===== config.mk =====
export PLATFORM = sky130hd
export DESIGN_NAME = staged_pwm
export DESIGN_NICKNAME = d
export VERILOG_FILES = /design/src/rtl/spwm_pkg.sv /design/src/rtl/spwm_regs.sv /design/src/rtl/spwm_autooff.sv /design/src/rtl/spwm_core.sv /design/src/rtl/staged_pwm.sv
export SDC_FILE = /design/constraint.sdc
export NUM_CORES = 1
export LEC_CHECK = 0
export ABC_CLOCK_PERIOD_IN_PS = 4050
export BUFFER_PORTS_ARGS = -buffer_cell sky130_fd_sc_hd__buf_2
export CAP_MARGIN = 0
export CORE_ASPECT_RATIO = 0.7
export CORE_MARGIN = 2
export CORE_UTILIZATION = 64
export CTS_BUF_LIST = sky130_fd_sc_hd__clkbuf_2 sky130_fd_sc_hd__clkbuf_4 sky130_fd_sc_hd__clkbuf_8
export DETAILED_ROUTE_END_ITERATION = 10
export GPL_TIMING_DRIVEN = 0
export HOLD_SLACK_MARGIN = 0.03
export PLACE_DENSITY_LB_ADDON = 0.2
export SLEW_MARGIN = 20
export SYNTH_ARGS = -nofsm -noshare
export SYNTH_HDL_FRONTEND = slang
export SYNTH_SLANG_ARGS = --single-unit

===== constraint.sdc =====
create_clock -name clk -period 4.05 [get_ports clk]
set_input_delay 0.405 -clock clk [delete_from_list [all_inputs] [get_ports clk]]
set_output_delay 0.405 -clock clk [all_outputs]
set_load 0.01 [all_outputs]

===== src/rtl/spwm_pkg.sv =====
package spwm_pkg;

    localparam int ADDR_W = 8;

    // Upper/lower byte addresses for the three staged pairs.
    // Index 0: period, index 1: high time, index 2: auto-off.
    localparam logic [2:0][ADDR_W-1:0] PAIR_HI_ADDR = {8'hA1, 8'hA7, 8'hA5};
    localparam logic [2:0][ADDR_W-1:0] PAIR_LO_ADDR = {8'hA2, 8'hA6, 8'hA4};
    localparam logic [ADDR_W-1:0]      ADDR_ENABLE  = 8'hA3;

    localparam int PAIR_PERIOD = 0;
    localparam int PAIR_HIGH   = 1;
    localparam int PAIR_AUTO   = 2;
    localparam int NUM_PAIRS   = 3;

    typedef enum logic [1:0] {
        ST_IDLE = 2'd0,
        ST_RUN  = 2'd1,
        ST_LAST = 2'd2
    } run_state_t;

endpackage


===== src/rtl/spwm_regs.sv =====
module spwm_regs
    import spwm_pkg::*;
#(
    parameter int CNT_W  = 16,
    parameter int DATA_W = CNT_W / 2
) (
    input  logic              clk,
    input  logic              rst_n,
    input  logic              wr_en,
    input  logic [ADDR_W-1:0] wr_addr,
    input  logic [DATA_W-1:0] wr_data,
    input  logic              expire,
    output logic [CNT_W-1:0]  per_cfg,
    output logic [CNT_W-1:0]  high_cfg,
    output logic [CNT_W-1:0]  auto_cfg,
    output logic              auto_ld,
    output logic              en_q
);

    logic [NUM_PAIRS-1:0][CNT_W-1:0] pair_val;
    logic [NUM_PAIRS-1:0]            pair_commit;

    for (genvar g = 0; g < NUM_PAIRS; g++) begin : g_pair
        logic [DATA_W-1:0] hi_stage;
        logic [CNT_W-1:0]  val_q;
        logic              hit_hi;
        logic              hit_lo;

        assign hit_hi = wr_en && (wr_addr == PAIR_HI_ADDR[g]);
        assign hit_lo = wr_en && (wr_addr == PAIR_LO_ADDR[g]);

        always_ff @(posedge clk) begin
            if (!rst_n) begin
                hi_stage <= '0;
                val_q    <= '0;
            end else if (hit_hi) begin
                hi_stage <= wr_data;
            end else if (hit_lo) begin
                val_q    <= {hi_stage, wr_data};
            end
        end

        assign pair_val[g]    = val_q;
        assign pair_commit[g] = hit_lo;
    end

    assign per_cfg  = pair_val[PAIR_PERIOD];
    assign high_cfg = pair_val[PAIR_HIGH];
    assign auto_cfg = pair_val[PAIR_AUTO];

    // Reload pulse for the countdown, one cycle after the commit so the
    // committed value is already visible.
    always_ff @(posedge clk) begin
        if (!rst_n) begin
            auto_ld <= 1'b0;
        end else begin
            auto_ld <= pair_commit[PAIR_AUTO];
        end
    end

    // Enable bit: a host write wins over an expiring countdown.
    always_ff @(posedge clk) begin
        if (!rst_n) begin
            en_q <= 1'b0;
        end else if (wr_en && (wr_addr == ADDR_ENABLE)) begin
            en_q <= wr_data[0];
        end else if (expire) begin
            en_q <= 1'b0;
        end
    end

endmodule


===== src/rtl/spwm_autooff.sv =====
module spwm_autooff #(
    parameter int CNT_W = 16,
    parameter int PRE_W = 16
) (
    input  logic             clk,
    input  logic             rst_n,
    input  logic             tick,
    input  logic             en,
    input  logic [CNT_W-1:0] auto_cfg,
    input  logic             auto_ld,
    output logic             expire,
    output logic [CNT_W-1:0] remain
);

    localparam logic [CNT_W-1:0] OFF_CODE = '1;
    localparam logic [PRE_W-1:0] PRE_LAST = '1;

    logic [PRE_W-1:0] pre_cnt;
    logic             timer_off;
    logic             step;

    assign timer_off = (auto_cfg == OFF_CODE);
    assign step      = en && !timer_off && tick && (pre_cnt == PRE_LAST);
    assign expire    = step && (remain <= CNT_W'(1));

    always_ff @(posedge clk) begin
        if (!rst_n) begin
            pre_cnt <= '0;
            remain  <= '0;
        end else if (auto_ld) begin
            pre_cnt <= '0;
            remain  <= auto_cfg;
        end else if (!en || timer_off) begin
            pre_cnt <= '0;
        end else if (tick) begin
            pre_cnt <= pre_cnt + 1'b1;
            if (step && (remain != '0)) begin
                remain <= remain - 1'b1;
            end
        end
    end

endmodule


===== src/rtl/spwm_core.sv =====
module spwm_core
    import spwm_pkg::*;
#(
    parameter int CNT_W = 16
) (
    input  logic             clk,
    input  logic             rst_n,
    input  logic             tick,
    input  logic             en,
    input  logic [CNT_W-1:0] per_cfg,
    input  logic [CNT_W-1:0] high_cfg,
    output logic             pwm_out,
    output run_state_t       state,
    output logic [CNT_W-1:0] cnt,
    output logic [CNT_W-1:0] act_per,
    output logic [CNT_W-1:0] act_high,
    output logic             load_now
);

    run_state_t nxt;
    logic       wrap;

    assign wrap = tick && (({1'b0, cnt} + 1'b1) >= {1'b0, act_per});

    // Next state
    always_comb begin
        nxt = state;
        unique case (state)
            ST_IDLE: if (en) nxt = ST_RUN;
            ST_RUN: begin
                if (!en) nxt = wrap ? ST_IDLE : ST_LAST;
            end
            ST_LAST: if (wrap) nxt = ST_IDLE;
            default: nxt = ST_IDLE;
        endcase
    end

    assign load_now = en && ((state == ST_IDLE) || ((state == ST_RUN) && wrap));

    // State register
    always_ff @(posedge clk) begin
        if (!rst_n) begin
            state <= ST_IDLE;
        end else begin
            state <= nxt;
        end
    end

    // Counter and active compare registers
    always_ff @(posedge clk) begin
        if (!rst_n) begin
            cnt      <= '0;
            act_per  <= '0;
            act_high <= '0;
        end else begin
            if (load_now) begin
                act_per  <= per_cfg;
                act_high <= high_cfg;
            end
            if (state == ST_IDLE) begin
                cnt <= '0;
            end else if (tick) begin
                cnt <= wrap ? '0 : cnt + 1'b1;
            end
        end
    end

    // Output
    always_comb begin
        pwm_out = (state != ST_IDLE) && (cnt < act_high);
    end

endmodule


===== src/rtl/staged_pwm.sv =====
module staged_pwm
    import spwm_pkg::*;
#(
    parameter int CNT_W = 16,
    parameter int PRE_W = 16,
    localparam int DATA_W = CNT_W / 2
) (
    input  logic              clk,
    input  logic              rst_n,
    input  logic              tick,
    input  logic              wr_en,
    input  logic [ADDR_W-1:0] wr_addr,
    input  logic [DATA_W-1:0] wr_data,
    output logic              pwm_out
);

    logic [CNT_W-1:0] per_cfg;
    logic [CNT_W-1:0] high_cfg;
    logic [CNT_W-1:0] auto_cfg;
    logic             auto_ld;
    logic             en_q;
    logic             expire;
    logic [CNT_W-1:0] auto_remain;
    run_state_t       core_st;
    logic [CNT_W-1:0] core_cnt;
    logic [CNT_W-1:0] act_per;
    logic [CNT_W-1:0] act_high;
    logic             load_now;

    spwm_regs #(.CNT_W(CNT_W), .DATA_W(DATA_W)) u_regs (
        .clk      (clk),
        .rst_n    (rst_n),
        .wr_en    (wr_en),
        .wr_addr  (wr_addr),
        .wr_data  (wr_data),
        .expire   (expire),
        .per_cfg  (per_cfg),
        .high_cfg (high_cfg),
        .auto_cfg (auto_cfg),
        .auto_ld  (auto_ld),
        .en_q     (en_q)
    );

    spwm_autooff #(.CNT_W(CNT_W), .PRE_W(PRE_W)) u_auto (
        .clk      (clk),
        .rst_n    (rst_n),
        .tick     (tick),
        .en       (en_q),
        .auto_cfg (auto_cfg),
        .auto_ld  (auto_ld),
        .expire   (expire),
        .remain   (auto_remain)
    );

    spwm_core #(.CNT_W(CNT_W)) u_core (
        .clk      (clk),
        .rst_n    (rst_n),
        .tick     (tick),
        .en       (en_q),
        .per_cfg  (per_cfg),
        .high_cfg (high_cfg),
        .pwm_out  (pwm_out),
        .state    (core_st),
        .cnt      (core_cnt),
        .act_per  (act_per),
        .act_high (act_high),
        .load_now (load_now)
    );

endmodule


======== Yosys cells after proc, flatten, opt, wreduce, memory -nomap -nowiden ========
Cells that the tools add are included.
word-level totals
  bits of input ports ..................... 20
  word-level logic and storage cells ...... 85
  flip-flop bits (word level) ............. 156
operators by class
  muxes and demuxes ....................... 12
  reduce and logical (&&, ||, !) cells .... 33
  magnitude comparators ................... 3
  eq/ne operators ......................... 15
  bitwise logic cells ..................... 4
  add/subtract/negate cells ............... 4
operators by type and width
  cell                     count
  $mux W16                 5
  $eq A8 B8 Y1 const B     7
  $add A16 B1 Y16 const B  2
  $eq A16 B16 Y1 const B   2
  $add A16 B1 Y17 const B  1
  $ge A17 B16 Y1           1
  $le A16 B1 Y1 const B    1
  $logic_and A1 B1 Y1      16
  $lt A16 B16 Y1           1
  $reduce_bool A16 Y1      1
  $sub A16 B1 Y16 const B  1
  $mux W2                  4
  $reduce_bool A2 Y1       4
  $ne A2 B2 Y1 const B     3
  $pmux W2 S3              1
  $reduce_and A2 Y1        3
  $reduce_and A3 Y1        2
  $not A1 Y1               4
  $reduce_or A3 Y1         1
  $eq A2 B1 Y1 const B     1
  $eq A2 B2 Y1 const B     1
  $logic_not A1 Y1         2
  $logic_not A2 Y1         1
  $logic_or A1 B1 Y1       2
  3 further kinds          4

======== Logic depth before layout (Yosys ltp) ========
Gate-level depths: netlist of the first run.
  depth in word-level cells ............... 10
  gate-level depth with buffers ........... 15
  depth with buffers taken out ............ 12

======== Hierarchy ========
From an unflattened synthesis of the first run, not the netlist that was laid out.
unflattened totals
  cells, all modules ...................... 861
  area total of the unflattened synthesis .. 7709.9 um2
by module, submodules not included
  module        times used  cells an instance  seq. area each (um2)  area each (um2)
  spwm_core     1           395                1001.0                3159.3
  spwm_regs     1           257                1481.4                2776.4
  spwm_autooff  1           209                640.6                 1774.2

======== Worst setup path after synthesis of the first run ========
OpenSTA, ideal clock, no wires.
  path type ............................... reg-to-reg
  start ................................... register u_core.cnt[2]
  end ..................................... register u_core.act_high[10]
  arrival ................................. 3210 ps
  path buffers ............................ 3
  setup time .............................. 121 ps
  slack ................................... 719 ps
  cell stages (with the launch flop) ...... 15
  required time ........................... 3929 ps
  cells stage by stage .................... dfxtp_1 > clkbuf_1 > nand3_1 > nor3_1 > and3_1 > xor2_1 > ha_1 > a21oi_1 > nor2_1 > a2111oi_0 > o211ai_1 > o21ba_1 > buf_2 > buf_4 > mux2i_1
on the way
  word-level cells in the longest chain between the ends .. 6
RTL lines
  element                 RTL line         source
  from (decl)             spwm_core.sv:14  output logic [CNT_W-1:0] cnt,
  from (signal assigned)  spwm_core.sv:63  cnt <= wrap ? '0 : cnt + 1'b1;
  $add A16 B1 Y17         spwm_core.sv:23  assign wrap = tick && (({1'b0, cnt} + 1'b1) >= {1'b0, act_per});
  $ge A17 B16 Y1          spwm_core.sv:23
  $logic_and A1 B1 Y1     spwm_core.sv:23
  $logic_and A1 B1 Y1     spwm_core.sv:38  assign load_now = en && ((state == ST_IDLE) || ((state == ST_RUN) && wrap));
  $logic_or A1 B1 Y1      spwm_core.sv:38
  $logic_and A1 B1 Y1     spwm_core.sv:38
  to (signal assigned)    spwm_core.sv:58  act_high <= high_cfg;
  to (decl)               spwm_core.sv:16  output logic [CNT_W-1:0] act_high,
No other way between the ends.
A chain may end at the register's enable or synchronous reset.

======== Worst setup path in the final report of the first run ========
  start ................................... register u_core.cnt[2]
  end ..................................... register u_core.cnt[8]
on the way
  word-level cells in the longest chain between the ends .. 4
  elaborated cells between the ends (all ways) .. 5
  classes of those cells .................. 2 x add/sub; 1 x order compare; 1 x mux; 1 x reduce/logical
RTL lines
  element              RTL line
  $add A16 B1 Y17      spwm_core.sv:23
  $ge A17 B16 Y1       spwm_core.sv:23
  $logic_and A1 B1 Y1  spwm_core.sv:23
  $mux W16 *           spwm_core.sv:63
Every way passes the cells marked *; elsewhere a longest branch is shown, timed or not.

==> results of run 1 <==
## timing repair
item                                    in CTS  in global routing
pin swaps                                    0                  1
gates resized for setup                      1                  5
endpoints found under the setup margin      40                 49
## cells by family after synthesis
family	Yosys count	share of synthesized area
DFF	156	0.417
xor gates and xnor gates	56	0.0655
adders and majority gates	35	0.0585
buffers and inverters	86	0.0473
and+or+nand+nor	329	0.220
muxes	91	0.122
AOI/OAI and AO/OA	86	0.0694
## final cells by class
class / instances / area share
multi-input combinational: 597 / 0.490
buffer: 47 / 0.0252
timing repair buffer: 18 / 0.0109
clock inverter: 14 / 0.0246
clock buffer: 17 / 0.0284
inverter: 39 / 0.0178
tap: 157 / 0.0238
sequential: 156 / 0.379
## path summary, 6_finish.rpt
check	start	to	cells after the start
worst max-delay path	u_core.cnt[2]	u_core.cnt[8]	15
worst min-delay path	rst_n	u_core.state[0]	3
worst max register to register	u_core.cnt[2]	u_core.cnt[8]	15
worst min register to register	u_regs.g_pair[0].hi_stage[1]	u_regs.per_cfg[9]	2
## flip-flops by register name, summed over array words and instances, names as in the netlist
name                    cells
u_regs.en_q                 1
u_core.act_per             16
u_core.act_high            16
u_core.state                2
u_regs.g_pair.hi_stage     24
u_regs.auto_cfg            16
u_auto.remain              16
u_auto.pre_cnt             16
u_regs.auto_ld              1
u_regs.per_cfg             16
u_core.cnt                 16
u_regs.high_cfg            16
## layout by cell type (no fill, tap or decap), types with 4 or more instances in the layout
| cell type | netlist | routed |
|---|---|---|
| nor2b_1 | 57 | 57 |
| inv_6 | 0 | 4 |
| xnor2_1 | 16 | 16 |
| inv_1 | 38 | 38 |
| nand4_1 | 31 | 31 |
| o21ai_0 | 22 | 22 |
| nand3_1 | 17 | 16 |
| clkbuf_1 | 32 | 32 |
| nor3_1 | 9 | 7 |
| and2_1 | 5 | 5 |
| ha_1 | 35 | 35 |
| mux2i_1 | 90 | 90 |
| nor4_1 | 5 | 5 |
| nand2_1 | 125 | 125 |
| a21boi_1 | 17 | 17 |
| buf_2 | 9 | 27 |
| dfxtp_1 | 156 | 156 |
| or3_1 | 4 | 4 |
| clkbuf_8 | 0 | 17 |
| a21oi_1 | 25 | 25 |
| xor2_1 | 40 | 40 |
| and3_1 | 4 | 4 |
| inv_8 | 0 | 4 |
| nor2_1 | 49 | 49 |
| o21ai_1 | 6 | 6 |
| a21o_1 | 7 | 7 |
## cells in the mapped netlist (22+ instances only)
library cell,number
nand2_1,125
ha_1,35
clkbuf_1,32
inv_1,38
o21ai_0,22
dfxtp_1,156
nor2b_1,57
nor2_1,49
a21oi_1,25
mux2i_1,90
nand4_1,31
xor2_1,40
## power groups by stage
stage	registers, mW	clock network (mW)	logic, mW
2_1_floorplan	1.57	0	0.0420
3_3_place_gp	1.57	0	0.0741
3_5_place_dp	1.57	0	0.0760
4_1_cts	1.53	1.30	0.0771
5_1_grt	1.53	1.36	0.0847
6_report	1.53	1.29	0.0781
## critical path, stage by stage (launching register included)
cell       delay (ns)
dfxtp_1          0.41
clkbuf_1         0.34
nand3_2          0.24
nor3_4           0.38
nand2_1          0.09
nor2_1           0.13
xor2_1           0.09
ha_1             0.30
nand4_1          0.17
nor4_1           0.30
a2111oi_1        0.10
o211ai_1         0.27
a21o_1           0.16
clkbuf_1         0.28
buf_2            0.30
nor2_1           0.09
## per-stage QoR
stage	TNS (ns)	total power [mW]	setup slack, ns	utilization
6_report	0	2.90	0.293	0.713
5_1_grt	0	2.98	0.0433	0.713
4_1_cts	0	2.91	0.000226	0.711
3_5_place_dp	-0.00866	1.65	-0.00866	0.672
3_3_place_gp	0	1.64	0.0273	0.672
2_1_floorplan	0	1.61	0.719	-
## layer usage
metal	vias to the layer above	wire, µm	global-route usage
li1	2916	-	-
met1	2811	8530	0.416
met2	196	7460	0.433
met3	27	1060	0.0623
met4	0	230	0.0860
met5	-	0	0
==> results_dict.tcl, run 1 <==
set metrics [dict create \
    slew_headroom 0.399 \
    vdd_drop_max_v 0.000351 \
    yosys_warnings 0 \
    p_leak_nw 3.08 \
    syn2layout_area_growth_pct 10.0 \
    rows 33 \
    drtAntennaViolNets 0 \
    regToRegSetupSlack_ns 0.29 \
    grt_overflow 0 \
    stdcell_area_mm2 0.00824 \
    syn_area_per_cell_um2 8.92 \
    finalCritPeriodShare 0.928 \
    cp-start-kind "flip-flop" \
    start_util 0.648 \
    rsz0062_at_grt "no" \
    antenna_found_initial 0 \
    maxCapViolations 0 \
    ys_seq_elements 156 \
    swShare 0.243 \
    multiInputGateArea_mm2 0.00404 \
    antenna_cells 0 \
    p_comb_frac 0.027 \
    cts_max_level 4 \
    synth_cell_types 47 \
    num_vias 5950 \
    seqPwrFrac 0.529 \
    tightestPinTransition_ns 0.894 \
    cts_sinks 156 \
    pin_count 21 \
    synth_area_leaders "dfxtp_1, mux2i_1, nand2_1" \
    grt_max_degree 17 \
    firstDrtPassIters 5 \
    synth_ff_type "dfxtp_1" \
    gp_congestion 0.917 \
    status "finished, final reports clean" \
    drc_errors 0 \
    routed_via_density 5.69 \
    regArea_mm2 0.00312 \
    yosys.area.top_type "dfxtp_1" \
    hpwl_um 12600 \
    cts_hold_buf 0 \
    async_reset_ff_frac 0 \
    finalCriticalPeriod_ns 3.76 \
    power.switching_mw 0.706 \
    syn_inst 839 \
    die_h_um 94.5 \
    io_buffers 18 \
    syn_nets 894 \
    yosysTopAreaCellShare 0.417 \
    finalSetupViolations 0 \
    drt_wl_total_um 17300 \
    fmax_ghz 0.266 \
    grt_pass1_wl_um 28600 \
    clkPwrFrac 0.445 \
    worstSetupPathType "reg -> reg" \
    place_inst 1014 \
    die_area_mm2 0.0126 \
    critical_path_peak_fanout 10 \
    insertion_delay_ns 0.46 \
    syn_area_mm2 0.00749 \
    required_ns 4.40 \
    hold_ws_ns 0.268 \
    clkTransAtPathRegs_ns 0.09 \
    coreArea_mm2 0.0116 \
    numCtsBuffers 17 \
    synth_edf_count 0 \
    dieWidth_um 133 \
    grt_pass1_vias 5689 \
    clk_path_buf_depth 2 \
    power_density_mw_per_mm2 352 \
    drive_gt1_frac 0.0811 \
    post_cts_buffers 0 \
    cts_tree "done" \
    ys_seq_area_frac 0.417 \
    placed_area_mm2 0.00777 \
    arrival_ns 4.11 \
    first_iter_violations 493 \
    avgRoutedWirePerCell_um 16.5 \
    layout.cells.non_filler 1045 \
    slew_viol_final 0 \
    finalHoldViolations 0 \
    nFillCells 874 \
    finalNetCount 931 \
    critPathCaptureType "flip-flop" \
    grt_usage 0.288 \
    hp-class "in -> reg" \
    p_int_mw 2.20 \
    cts_root_buf "clkbuf_8" \
    fin_skew_ns 0.0166 \
]
(Power assumes the default switching activity.)
==> inputs of run 2 (changes only) <==
--- a/config.mk
+++ b/config.mk
@@ -5,6 +5,7 @@
 export SDC_FILE = /design/constraint.sdc
 export NUM_CORES = 1
 export LEC_CHECK = 0
+export ABC_AREA = 1
 export ABC_CLOCK_PERIOD_IN_PS = 4050
 export BUFFER_PORTS_ARGS = -buffer_cell sky130_fd_sc_hd__buf_2
 export CAP_MARGIN = 0
@@ -16,7 +17,7 @@
 export GPL_TIMING_DRIVEN = 0
 export HOLD_SLACK_MARGIN = 0.03
 export PLACE_DENSITY_LB_ADDON = 0.2
-export SLEW_MARGIN = 20
+export SLEW_MARGIN = 10
 export SYNTH_ARGS = -nofsm -noshare
 export SYNTH_HDL_FRONTEND = slang
 export SYNTH_SLANG_ARGS = --single-unit
==> run 2 against run 1 <==
Design area rose by 1.2%. Critical path type unchanged. Largest power group unchanged. Highest routed layer unchanged. Synthesized area up 2.4%. Final cell count up 21%.
==> results_dict.tcl, run 2 <==
set metrics [dict create \
    grt_pass1_vias 6023 \
    firstDrtPassIters 5 \
    cts_root_buf "clkbuf_8" \
    grt_usage 0.294 \
    grt_overflow 0 \
    clkPwrFrac 0.415 \
    numCtsBuffers 17 \
    synth_area_leaders "dfxtp_1, a21oi_1, nand2_1" \
    fmax_ghz 0.312 \
    synth_ff_type "dfxtp_1" \
    gp_congestion 0.918 \
    status "finished, final reports clean" \
    cts_max_level 4 \
    yosysMostFrequentCell "nand2_1" \
    critical_path_peak_fanout 10 \
    drc_errors 0 \
    slew_headroom 0.537 \
    coreArea_mm2 0.0117 \
    rows 33 \
    synth_cell_types 41 \
    nFillCells 953 \
    syn_area_per_cell_um2 7.28 \
    dieWidth_um 135 \
    post_cts_buffers 0 \
    synthAdderAreaFrac 0.0571 \
    finalNetCount 1147 \
    grt_pass1_wl_um 29700 \
    seqPwrFrac 0.550 \
    final_common_cell "nand2_1" \
    clkTransAtPathRegs_ns 0.10 \
    worst_slack_ns 0.841 \
    insertion_delay_ns 0.47 \
    finalSetupViolations 0 \
    synth_top_family_by_area "simple AND/OR/NAND/NOR gates" \
    drt_wl_total_um 17800 \
    maxCapViolations 0 \
    rsz0062_at_grt "no" \
    tns_ns 0 \
    drive_gt1_frac 0.0861 \
    grt_max_degree 17 \
    tightestPinTransition_ns 0.691 \
    yosys-top-cells-count "nand2_1, dfxtp_1, a21oi_1" \
    avgRoutedWirePerCell_um 14.1 \
    finalCriticalPeriod_ns 3.21 \
    yosys_warnings 0 \
    final_cell_mix "nand2_1, dfxtp_1, a21oi_1" \
    finalHoldViolations 0 \
    routed_via_density 5.41 \
    yosys.area.top_type "dfxtp_1" \
    dp_slack_ns 0.931 \
    synthMuxAreaShare 0 \
    pin_count 21 \
    p_int_mw 2.07 \
    syn_area_mm2 0.00767 \
    total_power_mw 2.79 \
    async_reset_ff_frac 0 \
    cp-start-kind "flip-flop" \
    power.switching_mw 0.723 \
    top_register "u_regs.g_pair.hi_stage" \
    die_area_mm2 0.0129 \
    cts_tree "done" \
    syn_inst 1054 \
    synth_simple_gate_area_frac 0.229 \
    hpwl_um 13200 \
    finalCritPeriodShare 0.792 \
    ys_seq_elements 156 \
    power_density_mw_per_mm2 335 \
    fin_skew_ns 0.0272 \
    drtAntennaViolNets 0 \
    io_buffers 19 \
    largest_register_ffs 24 \
    die_h_um 95.6 \
    swShare 0.259 \
    synth_edf_count 0 \
    syn2layout_area_growth_pct 8.78 \
    slew_viol_final 0 \
    num_vias 6817 \
    clk_path_buf_depth 2 \
    vdd_drop_max_v 0.000226 \
    cts_sinks 156 \
    worstSetupPathType "reg -> reg" \
    p_comb_frac 0.034 \
    synthXorXnorAreaFrac 0.0297 \
    fin_util 0.714 \
    required_ns 4.42 \
    antenna_cells 0 \
    synth-compound-area-share 0.176 \
    first_iter_violations 536 \
    critPathCaptureType "flip-flop" \
    p_leak_nw 3.37 \
    hold_ws_ns 0.288 \
    hp-class "in -> reg" \
    ctsResizeCount 0 \
    cts_hold_buf 0 \
    arrival_ns 3.58 \
    start_util 0.656 \
    ys_seq_area_frac 0.407 \
    antenna_found_initial 0 \
    syn_nets 1109 \
    yosysTopAreaCellShare 0.407 \
]
-- run 2: changes by cell type after synthesis, moves of 25 or more --
cell     change
nand3_1     +48
o21ai_0     +69
xor2_1      -25
nor2_1      +70
nor2b_1     -57
a21oi_1    +113
mux2i_1     -90
inv_1       +98
nand2_1     +32
-- run 2: power by group through the flow --
| stage | registers, mW | clock network, mW | logic, mW |
|---|---|---|---|
| 6_report | 1.54 | 1.16 | 0.0953 |
| 2_1_floorplan | 1.57 | 0 | 0.0561 |
| 4_1_cts | 1.54 | 1.16 | 0.0937 |
| 5_1_grt | 1.54 | 1.23 | 0.106 |
| 3_3_place_gp | 1.57 | 0 | 0.0921 |
| 3_5_place_dp | 1.57 | 0 | 0.0932 |
-- run 2: routing by layer --
metal / track usage / vias to the layer above / wire length [µm]
met3: 0.0601 / 29 / 1200
li1: - / 3525 / -
met1: 0.443 / 3058 / 9280
met2: 0.415 / 205 / 7040
met5: 0 / - / 0
met4: 0.0965 / 0 / 274
-- run 2: final timing paths --
kind	startpoint	to	slack, ns	cells past startpoint
worst max-delay path	u_core.cnt[0]	u_core.cnt[12]	0.84	18
worst min-delay path	wr_data[1]	u_regs.per_cfg[1]	0.29	3
worst max register to register	u_core.cnt[0]	u_core.cnt[12]	0.84	18
worst min register to register	u_regs.g_pair[0].hi_stage[2]	u_regs.g_pair[0].hi_stage[2]	0.45	2
-- run 2: cell type report --
class	count	area, µm²	area share
plain buffers	47	245	0.0294
clock buffers	17	234	0.0280
clock inverters	14	148	0.0177
inverters	141	529	0.0634
multi-input cells	710	3770	0.452
flip-flops and latches	156	3120	0.374
well taps	157	196	0.0235
repair buffers	19	95.1	0.0114
-- run 2: stage by stage --
step                cells  instance area [µm²]
finish               1261                 8340
global route         1261                 8340
CTS                  1261                 8340
floorplan            1054                 7670
detailed placement   1230                 7960
global placement     1230                 7960
-- run 2: cell families (layout without fill, tap and decap cells) --
logic type                 after synthesis  in the layout
and+or+nand+nor                        394            394
AOI/OAI and AO/OA                      255            255
buffers and inverters                  188            238
DFF                                    156            156
adders and majority gates               35             35
xor gates and xnor gates                26             26
-- run 2: worst max-delay path, cell delays in order (launching register included) --
cell and delay [ns]:
dfxtp_1 0.42, ha_1 0.22, nand2_1 0.10, nor2_4 0.15, nand4_1 0.13, inv_1 0.07, nand4_1 0.11, nor2_1 0.14
xor2_1 0.26, ha_1 0.30, a21o_1 0.16, a21oi_1 0.11, o21ai_0 0.09, nor2_1 0.12, nand2_2 0.09, nand2_4 0.09
nand2_2 0.14, buf_4 0.22, a211oi_1 0.17
==> inputs of run 3 (changes only) <==
--- a/config.mk
+++ b/config.mk
@@ -6,12 +6,12 @@
 export NUM_CORES = 1
 export LEC_CHECK = 0
 export ABC_AREA = 1
-export ABC_CLOCK_PERIOD_IN_PS = 4050
+export ABC_CLOCK_PERIOD_IN_PS = 2700
 export BUFFER_PORTS_ARGS = -buffer_cell sky130_fd_sc_hd__buf_2
 export CAP_MARGIN = 0
 export CORE_ASPECT_RATIO = 0.7
 export CORE_MARGIN = 2
-export CORE_UTILIZATION = 64
+export CORE_UTILIZATION = 58
 export CTS_BUF_LIST = sky130_fd_sc_hd__clkbuf_2 sky130_fd_sc_hd__clkbuf_4 sky130_fd_sc_hd__clkbuf_8
 export DETAILED_ROUTE_END_ITERATION = 10
 export GPL_TIMING_DRIVEN = 0
==> constraint.sdc (replaced) <==
create_clock -name clk -period 2.7 [get_ports clk]
set_input_delay 0.27 -clock clk [delete_from_list [all_inputs] [get_ports clk]]
set_output_delay 0.27 -clock clk [all_outputs]
set_load 0.01 [all_outputs]
==> run 3 against run 2 <==
Critical endpoint is now u_core.cnt[10]. The flow now finishes with violations (setup timing). Clock power is 54% higher. Sequential power is 49% higher. Design area is 8.2% higher.
==> results_dict.tcl, run 3 (synthesis results as in run 2) <==
set metrics [dict create \
    status "finished, violations left" \
    violations "setup timing" \
    r2r_cells 21 \
    finalCriticalPeriod_ns 3.14 \
    r2r_end "u_core.cnt[10]" \
    dieWidth_um 141 \
    hold_ws_ns 0.144 \
    worst_slack_ns -0.438 \
    numCtsBuffers 17 \
    pin_count 21 \
    grt_usage 0.279 \
    arrival_ns 3.47 \
    cts_root_buf "clkbuf_8" \
    gr-usage-met3 0.0506 \
    cts_sinks 156 \
    die_h_um 100 \
    die_area_mm2 0.0142 \
    p_int_mw 3.09 \
    drive_gt1_frac 0.170 \
    finalCritPeriodShare 1.16 \
    insertion_delay_ns 0.47 \
    final_common_cell "dfxtp_1" \
    first_iter_violations 545 \
    swShare 0.275 \
    rows 35 \
    slew_viol_final 0 \
    rsz0062_at_grt "yes" \
    maxCapViolations 0 \
    cp-start-kind "flip-flop" \
    nFillCells 1075 \
    stdcell_area_mm2 0.00903 \
    slew_headroom 0.542 \
    hpwl_um 13300 \
    min_to "u_regs.per_cfg[1]" \
    p_leak_nw 3.63 \
    regToRegSetupSlack_ns -0.44 \
    grt_pass1_vias 6425 \
    firstDrtPassIters 6 \
    p_comb_frac 0.039 \
    final_cell_mix "dfxtp_1, nand2_1, inv_1" \
    seqPwrFrac 0.541 \
    holdPathStages 3 \
    finalNetCount 1175 \
    drtAntennaViolNets 0 \
    gp_congestion 0.902 \
    syn2layout_area_growth_pct 17.7 \
    drc_errors 0 \
    worstSetupPathType "reg -> reg" \
    routed_via_density 5.43 \
    clkTransAtPathRegs_ns 0.09 \
    hp-start "wr_data[1]" \
    drt_wl_total_um 19600 \
    grt_util_met1 0.415 \
    fin_skew_ns 0.0176 \
    critical_path_peak_fanout 10 \
    finalHoldViolations 0 \
    io_buffers 19 \
    largest_register_ffs 24 \
    finalSetupViolations 49 \
    use_met2 0.405 \
    avgRoutedWirePerCell_um 15.1 \
    top_register "u_regs.g_pair.hi_stage" \
    grt_overflow 0 \
    clkPwrFrac 0.420 \
    power_density_mw_per_mm2 472 \
    regArea_mm2 0.00313 \
    antenna_cells 0 \
    coreArea_mm2 0.0131 \
    dp_slack_ns -0.467 \
    worstReg2RegStart "u_core.cnt[0]" \
    cts_hold_buf 0 \
    vdd_drop_max_v 0.000338 \
    placed_area_mm2 0.00797 \
    grt_busiest_layer "met1" \
    fmax_ghz 0.319 \
    clk_path_buf_depth 2 \
    tightestPinTransition_ns 0.685 \
    num_vias 7049 \
    multiInputGateArea_mm2 0.00415 \
    power.switching_mw 1.17 \
    cts_max_level 4 \
    hp-class "in -> reg" \
    tns_ns -17.60 \
    total_power_mw 4.26 \
    required_ns 3.03 \
    antenna_found_initial 0 \
    critPathCaptureType "flip-flop" \
    grt_max_degree 19 \
    cts_tree "done" \
    grt_pass1_wl_um 31600 \
    start_util 0.588 \
]
==> run 3: worst max-delay path, cell delays in order, from the launching register on <==
cell and delay (ns):
dfxtp_2 0.38, buf_4 0.15, nand4_1 0.16, nor2_2 0.20, nand2_2 0.11, nor2_4 0.10, nand2_2 0.08, inv_1 0.10
nand4_1 0.13, and2_4 0.19, ha_4 0.27, inv_1 0.04, nor2_2 0.12, nand2_1 0.07, o21ai_1 0.12, nor2_1 0.06
nand2_2 0.13, nand2_8 0.10, buf_4 0.17, nand2_8 0.11, buf_8 0.16, a211oi_1 0.05
==> run 3: power groups by stage <==
stage / logic [mW] / registers [mW] / clock network (mW)
2_1_floorplan: 0.0842 / 2.36 / 0
3_3_place_gp: 0.140 / 2.36 / 0
3_5_place_dp: 0.140 / 2.36 / 0
4_1_cts: 0.150 / 2.31 / 1.81
5_1_grt: 0.180 / 2.31 / 1.91
6_report: 0.165 / 2.30 / 1.79
==> run 3: layer usage <==
| layer | vias up | part of all wire |
|---|---|---|
| li1 | 3595 | - |
| met1 | 3191 | 0.50 |
| met2 | 225 | 0.42 |
| met3 | 38 | 0.059 |
| met4 | 0 | 0.024 |
| met5 | - | 0 |
==> run 3: worst max path at each step <==
stage	startpoint	end	slack [ns]	cells after the start
after floorplan	u_core.cnt[0]	u_core.act_high[0]	0.02	19
after global placement	u_core.cnt[0]	u_core.cnt[12]	-0.47	18
after detailed placement	u_core.cnt[1]	u_core.act_per[7]	-0.47	21
after CTS	u_core.cnt[1]	u_core.act_per[7]	-0.27	20
after global routing	u_core.cnt[0]	u_core.act_high[3]	-0.59	22
final	u_core.cnt[0]	u_core.cnt[10]	-0.44	21
==> run 3: layout make-up <==
type                       instances  share of cell area
timing repair buffer              45              0.0378
clock inverter                    14              0.0183
tap                              166              0.0230
multi-input combinational        712               0.460
inverter                         141              0.0588
sequential                       156               0.347
buffer                            47              0.0284
clock buffer                      18              0.0274
==> run 3: stage by stage <==
stage          std cells   util
6_report            1299  0.692
3_5_place_dp        1239  0.611
5_1_grt             1299  0.692
2_1_floorplan       1054      -
3_3_place_gp        1239  0.611
4_1_cts             1292  0.670
==> run 3: what timing repair did <==
item,4_1_cts,5_1_grt
pin swaps,12,26
setup buffers,14,6
endpoints found under the setup margin,49,49
cloned,7,1
resized for setup,46,52
